==> src/rtl/regbank_pkg.sv <==
package regbank_pkg;
  typedef logic [7:0] addr_t;

  localparam addr_t A_UADDR  = 8'h00;
  localparam addr_t A_UWDATA = 8'h01;
  localparam addr_t A_IRQSEL = 8'h02;
  localparam addr_t A_CTRL   = 8'h03;
  localparam addr_t A_CHIP   = 8'h04;
  localparam addr_t A_IDSTB  = 8'h05;
  localparam addr_t A_UID    = 8'h06;
  localparam addr_t A_CNT0   = 8'h07;
  localparam addr_t A_WIN    = 8'h80;

  localparam int CB_RDEN   = 0;
  localparam int CB_CNTEN  = 2;
  localparam int CB_LED    = 3;
  localparam int CB_CLKRST = 4;
  localparam int CB_CHAIN  = 5;

  localparam int CHIP_W = 7;
endpackage

==> src/rtl/regbank_ctrl_regs.sv <==
module regbank_ctrl_regs
  import regbank_pkg::*;
#(
  parameter int DW    = 8,
  parameter int UNITS = 4
) (
  input  logic              clk,
  input  logic              rst,
  input  logic              wr_en,
  input  addr_t             addr,
  input  logic [DW-1:0]     wdata,
  output logic [DW-1:0]     unit_addr,
  output logic [DW-1:0]     unit_wdata,
  output logic [UNITS-1:0]  unit_sel,
  output logic [DW-1:0]     ctrl,
  output logic [CHIP_W-1:0] chip_addr,
  output logic              fire
);
  always_ff @(posedge clk) begin
    if (rst) begin
      unit_addr  <= '0;
      unit_wdata <= '0;
      unit_sel   <= '0;
      ctrl       <= '0;
      chip_addr  <= '0;
    end else if (wr_en) begin
      case (addr)
        A_UADDR:  unit_addr  <= wdata;
        A_UWDATA: unit_wdata <= wdata;
        A_IRQSEL: unit_sel   <= wdata[UNITS-1:0];
        A_CTRL:   ctrl       <= wdata;
        A_CHIP:   chip_addr  <= wdata[CHIP_W-1:0];
        default:  ;
      endcase
    end
  end

  always_comb fire = wr_en && (addr == A_IDSTB);

  assert_chip_load_R6: assert property (@(posedge clk) disable iff (rst)
    (wr_en && addr == A_CHIP) |=> (chip_addr == $past(wdata[CHIP_W-1:0])));

  assert_ctrl_hold_R11: assert property (@(posedge clk) disable iff (rst)
    (!wr_en) |=> $stable(ctrl) && $stable(unit_sel));
endmodule

==> src/rtl/regbank_perf_counter.sv <==
module regbank_perf_counter #(
  parameter int DW    = 8,
  parameter int CNT_W = 32,
  localparam int LANES = CNT_W / DW,
  localparam int LW    = (LANES > 1) ? $clog2(LANES) : 1
) (
  input  logic          clk,
  input  logic          rst,
  input  logic          en,
  input  logic          snap,
  input  logic [LW-1:0] lane_sel,
  output logic [DW-1:0] lane_data
);
  logic [CNT_W-1:0] count;
  logic [CNT_W-1:0] shadow;

  always_ff @(posedge clk) begin
    if (rst) count <= '0;
    else if (en) count <= count + 1'b1;
  end

  always_ff @(posedge clk) begin
    if (rst) shadow <= '0;
    else if (snap) shadow <= count;
  end

  always_comb begin
    if (lane_sel == '0) lane_data = count[DW-1:0];
    else lane_data = shadow[lane_sel*DW +: DW];
  end

  assert_cnt_step_R9: assert property (@(posedge clk) disable iff (rst)
    en |=> (count == $past(count) + 1'b1));

  assert_cnt_hold_R9: assert property (@(posedge clk) disable iff (rst)
    (!en) |=> $stable(count));

  assert_snap_hold_R9: assert property (@(posedge clk) disable iff (rst)
    (!snap) |=> $stable(shadow));
endmodule

==> src/rtl/regbank_window.sv <==
module regbank_window #(
  parameter int DW    = 8,
  parameter int UNITS = 4
) (
  input  logic                clk,
  input  logic                rst,
  input  logic                fire,
  input  logic                rd_en,
  input  logic [UNITS-1:0]    unit_sel,
  input  logic [UNITS*DW-1:0] unit_rdata,
  output logic [UNITS-1:0]    unit_wr,
  output logic [DW-1:0]       win_data
);
  logic [UNITS-1:0] pick;
  logic [DW-1:0]    lane [UNITS];

  always_ff @(posedge clk) begin
    if (rst) unit_wr <= '0;
    else if (fire) unit_wr <= unit_sel;
    else unit_wr <= '0;
  end

  always_comb pick = unit_sel & (~unit_sel + 1'b1);

  for (genvar i = 0; i < UNITS; i++) begin : g_lane
    assign lane[i] = pick[i] ? unit_rdata[i*DW +: DW] : '0;
  end

  always_comb begin
    win_data = '0;
    if (rd_en)
      for (int i = 0; i < UNITS; i++) win_data = win_data | lane[i];
  end

  assert_pick_onehot_R10: assert property (@(posedge clk) disable iff (rst)
    $onehot0(pick));

  assert_strobe_cause_R7: assert property (@(posedge clk) disable iff (rst)
    (|unit_wr) |-> $past(fire));

  assert_strobe_single_R7: assert property (@(posedge clk) disable iff (rst)
    ((|unit_wr) && !$past(fire, 2)) |=> (unit_wr == '0) || $past(fire));
endmodule

==> src/rtl/regbank_top.sv <==
module regbank_top
  import regbank_pkg::*;
#(
  parameter int          DW      = 8,
  parameter int          UNITS   = 4,
  parameter int          CNT_W   = 32,
  parameter logic [7:0]  CHIP_ID = 8'h5D,
  parameter logic [7:0]  UNIT_ID = 8'h3C
) (
  input  logic                clk,
  input  logic                rst,
  input  logic [7:0]          bus_addr,
  input  logic [7:0]          bus_wdata,
  input  logic                bus_wr,
  input  logic                bus_rd,
  output logic [7:0]          bus_rdata,
  output logic [7:0]          unit_addr_o,
  output logic [7:0]          unit_wdata_o,
  output logic [UNITS-1:0]    unit_wr_o,
  input  logic [UNITS*8-1:0]  unit_rdata_i,
  input  logic [UNITS-1:0]    unit_irq_i,
  output logic                unit_rd_en_o,
  output logic                led_o,
  output logic                clkdiv_rst_o,
  output logic                chain_en_o,
  output logic [6:0]          chip_addr_o
);
  localparam int    LANES  = CNT_W / DW;
  localparam int    LW     = (LANES > 1) ? $clog2(LANES) : 1;
  localparam addr_t A_CNTN = A_CNT0 + addr_t'(LANES - 1);

  logic [DW-1:0]     ctrl;
  logic [UNITS-1:0]  unit_sel;
  logic [CHIP_W-1:0] chip_addr;
  logic              fire;
  logic [DW-1:0]     win_data;
  logic [DW-1:0]     lane_data;
  logic [LW-1:0]     lane_sel;
  logic              snap;
  logic [7:0]        addr_off;

  regbank_ctrl_regs #(.DW(DW), .UNITS(UNITS)) u_regs (
    .clk(clk), .rst(rst), .wr_en(bus_wr), .addr(bus_addr), .wdata(bus_wdata),
    .unit_addr(unit_addr_o), .unit_wdata(unit_wdata_o), .unit_sel(unit_sel),
    .ctrl(ctrl), .chip_addr(chip_addr), .fire(fire)
  );

  always_comb begin
    addr_off = bus_addr - A_CNT0;
    lane_sel = addr_off[LW-1:0];
    snap     = bus_rd && (bus_addr == A_CNT0);
  end

  regbank_perf_counter #(.DW(DW), .CNT_W(CNT_W)) u_cnt (
    .clk(clk), .rst(rst), .en(ctrl[CB_CNTEN]), .snap(snap),
    .lane_sel(lane_sel), .lane_data(lane_data)
  );

  regbank_window #(.DW(DW), .UNITS(UNITS)) u_win (
    .clk(clk), .rst(rst), .fire(fire), .rd_en(ctrl[CB_RDEN]),
    .unit_sel(unit_sel), .unit_rdata(unit_rdata_i),
    .unit_wr(unit_wr_o), .win_data(win_data)
  );

  always_ff @(posedge clk) begin
    if (rst) begin
      bus_rdata <= '0;
    end else if (bus_rd) begin
      case (bus_addr) inside
        A_UADDR:          bus_rdata <= unit_addr_o;
        A_IRQSEL:         bus_rdata <= DW'(unit_irq_i);
        A_CTRL:           bus_rdata <= ctrl;
        A_CHIP:           bus_rdata <= {1'b0, chip_addr};
        A_IDSTB:          bus_rdata <= CHIP_ID;
        A_UID:            bus_rdata <= UNIT_ID;
        [A_CNT0:A_CNTN]:  bus_rdata <= lane_data;
        A_WIN:            bus_rdata <= win_data;
        default:          bus_rdata <= '0;
      endcase
    end
  end

  always_comb begin
    unit_rd_en_o = ctrl[CB_RDEN];
    led_o        = ctrl[CB_LED];
    clkdiv_rst_o = ctrl[CB_CLKRST];
    chain_en_o   = ctrl[CB_CHAIN];
    chip_addr_o  = chip_addr;
  end

  assert_rdata_hold_R12: assert property (@(posedge clk) disable iff (rst)
    (!bus_rd) |=> $stable(bus_rdata));

  assert_win_gated_R10: assert property (@(posedge clk) disable iff (rst)
    (bus_rd && bus_addr == A_WIN && !ctrl[CB_RDEN]) |=> (bus_rdata == '0));

  assert_chip_msb_R6: assert property (@(posedge clk) disable iff (rst)
    (bus_rd && bus_addr == A_CHIP) |=> (bus_rdata[7] == 1'b0));

  assert_wo_read_R3: assert property (@(posedge clk) disable iff (rst)
    (bus_rd && bus_addr == A_UWDATA) |=> (bus_rdata == '0));
endmodule

==> config.mk <==
export PLATFORM = sky130hd
export DESIGN_NAME = regbank_top
export DESIGN_NICKNAME = d
export VERILOG_FILES = /design/src/rtl/regbank_pkg.sv /design/src/rtl/regbank_ctrl_regs.sv /design/src/rtl/regbank_perf_counter.sv /design/src/rtl/regbank_window.sv /design/src/rtl/regbank_top.sv
export SDC_FILE = /design/constraint.sdc
export NUM_CORES = 1
export LEC_CHECK = 0
export BUFFER_PORTS_ARGS = -buffer_cell sky130_fd_sc_hd__buf_4
export CAP_MARGIN = 20
export CELL_PAD_IN_SITES_DETAIL_PLACEMENT = 0
export CELL_PAD_IN_SITES_GLOBAL_PLACEMENT = 2
export CORE_ASPECT_RATIO = 0.6
export CORE_MARGIN = 2
export CORE_UTILIZATION = 33
export DETAILED_ROUTE_END_ITERATION = 8
export PLACE_DENSITY = 0.86
export SETUP_SLACK_MARGIN = 0.5
export SLEW_MARGIN = 5
export SYNTH_ARGS = -nofsm -noshare
export SYNTH_HDL_FRONTEND = slang
export SYNTH_SLANG_ARGS = --single-unit
export TNS_END_PERCENT = 5
==> constraint.sdc <==
create_clock -name clk -period 3.61 [get_ports clk]
set_clock_uncertainty 0.05 [all_clocks]
set_input_delay 0.722 -clock clk [delete_from_list [all_inputs] [get_ports clk]]
set_output_delay 0.722 -clock clk [all_outputs]
set_load 0.01 [all_outputs]
# Word level (Yosys, flattened, before mapping)
# Index checks and enable logic that the tools add are counted.
# Widths: inputs -> output; s select.
# totals
reg_bits	111
latch_bits	0
ramBits	0
mem_bits_ro	0
in_bits	56
out_inout_bits	39
word_cells	54
mem_count	0
# op_classes
addsub	3
multipliers	0
div	0
magnitude_cmp	2
eq_ne	8
shifts	1
muxes	14
bitwise	6
n_reduce_logical	11
# op_table
cell	n
$mux 8	14
$add 32x1->32 const B	1
$eq 8x3->1 const B	4
$shiftx 32x6->8	1
$or 8x8->8	3
$eq 8x2->1 const B	2
$reduce_and 2->1	5
$eq 8x1->1 const B	1
$eq 8x8->1 const B	1
$ge 8x3->1 const B	1
$le 8x4->1 const B	1
$logic_not 8->1	1
$add 4x1->4 const B	1
$and 4x4->4	1
$not 4->4	1
$logic_and 1x1->1	3
$logic_not 2->1	1
$reduce_or 2->1	1
$sub 2x2->2 const B	1
$not 1->1	1

# Longest topological paths before layout
# depth
depth_word	16
mapped_depth	9
ltp_nobuf	7

# Hierarchy
# From an unflattened synthesis, not the netlist that was laid out.
# hier_totals
hier_cells	578
area_unflattened_um2	5336.4
# by_module_without_submodules
module	instances	cells_each	area_per_inst_um2	seq_area_each_um2
regbank_perf_counter	1	267	2546.2	1121.1
regbank_ctrl_regs	1	131	1445.1	700.7
regbank_top	1	131	991.0	160.2
regbank_window	1	49	354.1	80.1

# Worst setup path before layout
# Ideal clock, no wire load.
# synth_path
path_kind	input-to-reg
from	input bus_addr[0]
to	register bus_rdata[4]
setup_time_ns	0.131
t_arrival_ns	2.776
required_time_ns	3.429
setup_slack_ns	0.653
stages	8
cell_sequence	clkbuf_1 > inv_1 > ha_1 > buf_2 > mux4_2 > mux2_2 > a221oi_1 > o22ai_1
# synth_via
elab_chain_len	10
# synth_lines
element	line	text
start: declaration	regbank_top.sv:12	input logic [7:0] bus_addr,
$sub 2x2->2	regbank_top.sv:49	addr_off = bus_addr - A_CNT0;
$shiftx 32x6->8 / $logic_not 2->1 (equally long branches)	regbank_perf_counter.sv:29, regbank_perf_counter.sv:28	
$mux 8	regbank_perf_counter.sv:28	if (lane_sel == '0) lane_data = count[DW-1:0];
$mux 8 (6 in series)	regbank_top.sv:69	case (bus_addr) inside
$mux 8 *	regbank_top.sv:69	
end signal: assignment	regbank_top.sv:70	A_UADDR: bus_rdata <= unit_addr_o;
end signal: assignment	regbank_top.sv:71	A_IRQSEL: bus_rdata <= DW'(unit_irq_i);
end signal: assignment	regbank_top.sv:72	A_CTRL: bus_rdata <= ctrl;
end: declaration	regbank_top.sv:16	output logic [7:0] bus_rdata,
# Every way passes the cells marked *; elsewhere a longest branch is shown, timed or not.
# A chain may end at the register's enable or synchronous reset.

# Final worst setup path
# layout_path
from	input bus_addr[0]
to	register bus_rdata[2]
# Same word-level chain as after synthesis.

==> metrics <==
ANT cells 0; Psw 0.000613 W; CTS tree built; largest net degree at the start of global routing 76; Critical Path AT 2.95 ns; worst hold start u_cnt.shadow[4]; RR Startpoint u_regs.ctrl[2]; CP startpoint kind input pin; relative slew slack 40.2%; Reg area 2220 um2; max-slew violations 0; syn avg cell area 8.42 um2; Post-synth EDFFs 0; Nets 778; Leakage 2.49 nW; Sequential Power Share 50.8%; share of cells above drive strength 1 19.6%; Hold Path Class reg2reg; final wirelength 17,200 um; post-route ant nets 0; post-layout minimum cycle time 2.79 ns; final non-filler cell total 930; Sw Ratio 25.4%; drt drc 0; Routed WL per cell 18.5 um; Synth area leader dfxtp_1; Mapped Area 5420 um2; yosys warns 0; final core utilization 40.6%; Clock Power Share 42.1%; maximum capacitance violations 0; Layout fillers 1,654; final hold vios 0; net count of the mapped netlist 706; CTS Hold Buffers Added 0; Crit path required time 3.77 ns; Tcrit/Tclk final 77.4%; IO Count 95; clock sink count 111; vias 4,990; vias per inst 5.37; top cell type's share of synthesized area 41.0%; top post-synthesis cells by count dfxtp_1, nand2_1, nor2_1, a21oi_1, mux2i_1; antenna violations before repair 0; Pint 0.00180 W; DP Cell Count 914; top_reg_cell synth dfxtp_1; H-tree lvl count 3; later-pin clock latency in the skew report 0.36 ns; CTS Buffer Depth 2; vias in the first global route 4,622; Setup Buffers After CTS 0; count leader, synth dfxtp_1; Die ar. 17,500 um2; DP Wirelength 13,100 um; die width 169 um; crit-path max FO 16; Starting DRT DRC Count 458; GR Util All Layers 19.7%; status finished clean; num rows 36; combinational power share 7.2%; Slew @ Worst Pin 0.889 ns; setup TNS 0 ns; PostCTS Resize Cnt 0; grt total ovfl 0; Max IR drop VDD 0.220 mV; I/O Buffers 94; final setup violation count 0; Pre-antenna DRT Iters 5; CTS clk-pin slew, worst paths 0.07 ns; Starting Density 33.5%; Die Ht 103 um; synthesis-to-finish area growth 21.1%; asr flop ratio synth 0%; multi-input combinational cell area 2970 um2; GPL Wtd Cong 0.894; Distinct cells, synth 60; post-synthesis sequential area ratio 41.0%; Pwr Density 368 nW/um2; Mapped Cells 644; Max Fclk 0.358 GHz; first-pass GRT wire length 26,400 um; crit end category flip-flop; CTS root buf clkbuf_16; Setup crit start bus_addr[0]; Synth Register Bits 111; top cells by area, synth dfxtp_1, nand2_1, mux2i_1, nor2_1, a21oi_1; TritonCTS Buffers 9; RSZ-0062 raised after global routing false; core area 16,200 um2; kind of critical path in2reg
-- registers in the layout, indices dropped and copies added, names as in the netlist --
register	flops
bus_rdata	8
u_cnt.count	32
u_cnt.shadow	32
u_regs.chip_addr	7
u_regs.ctrl	8
u_regs.unit_addr	8
u_regs.unit_sel	4
u_regs.unit_wdata	8
u_win.unit_wr	4
-- layout by cell type (no fill, tap or decap), types with 3 or more instances in the layout --
cell,n
a221oi_1,3
nor4_1,5
nor2_1,75
inv_1,11
xnor2_1,10
nand4_1,14
mux4_2,6
a21oi_1,50
or4_1,3
xor2_1,18
ha_1,6
a22oi_1,17
dfxtp_1,111
and3_1,9
buf_4,102
a31oi_1,3
a32oi_1,3
a211oi_1,5
and2_1,5
mux2i_1,34
and4_1,4
o22ai_1,4
clkbuf_16,9
nor3_1,8
nand2_1,107
nor2b_1,8
nand3_1,15
o21ai_0,23
mux2_2,6
-- layer usage --
layer	vias up	share of wire [%]	track usage (%)
li1	2407	-	-
met1	2400	55	32.9
met2	177	37	24.6
met3	6	8.1	4.76
met4	0	0.33	3.16
met5	-	0	0
-- layout make-up --
class / count / share of cell area, %
repair buffers: 102 / 11.7
well taps: 209 / 3.98
multi-input cells: 481 / 45.3
inverters: 11 / 0.629
clock inverters: 6 / 0.934
clock buffers: 10 / 3.64
flip-flops and latches: 111 / 33.9
-- worst paths after layout --
check	endpoint	slack (ns)	cells past startpoint
worst min register to register	u_cnt.shadow[4]	0.41	2
worst max-delay path	bus_rdata[2]	0.82	7
worst min-delay path	u_cnt.shadow[4]	0.41	2
worst max register to register	u_cnt.count[15]	1.26	4
-- logic make-up after synthesis --
family | share of synthesized area [%]
AOI/OAI and AO/OA | 14.4
buffers and inverters | 4.16
adders and majority gates | 1.39
muxes | 10.0
xor gates and xnor gates | 4.52
DFF | 41.0
and+or+nand+nor | 24.5
-- power by group through the flow --
| stage | Clock (W) | Combinational, W | Sequential [W] |
|---|---|---|---|
| 2_1_floorplan | 0 | 0.0000829 | 0.00126 |
| 3_3_place_gp | 0 | 0.000169 | 0.00126 |
| 3_5_place_dp | 0 | 0.000171 | 0.00126 |
| 4_1_cts | 0.00104 | 0.000172 | 0.00123 |
| 5_1_grt | 0.00109 | 0.000188 | 0.00123 |
| 6_report | 0.00102 | 0.000173 | 0.00123 |
-- critical path: stages --
cell and delay, ns:
buf_4 0.17, inv_1 0.08, ha_1 0.39, o311ai_0 0.81, o21ai_0 0.37, a211oi_1 0.30
o22ai_1 0.10
-- stage by stage --
step,total power [W],hold WS (ns),instance area (um2),setup slack (ns)
after floorplan,0.00134,0.382,5420,0.653
after global placement,0.00143,0.393,6260,0.509
after detailed placement,0.00143,0.396,6260,0.524
after CTS,0.00244,0.407,6560,0.896
after global routing,0.00251,0.426,6560,0.686
final,0.00242,0.408,6560,0.818
(Power assumes the default switching activity.)
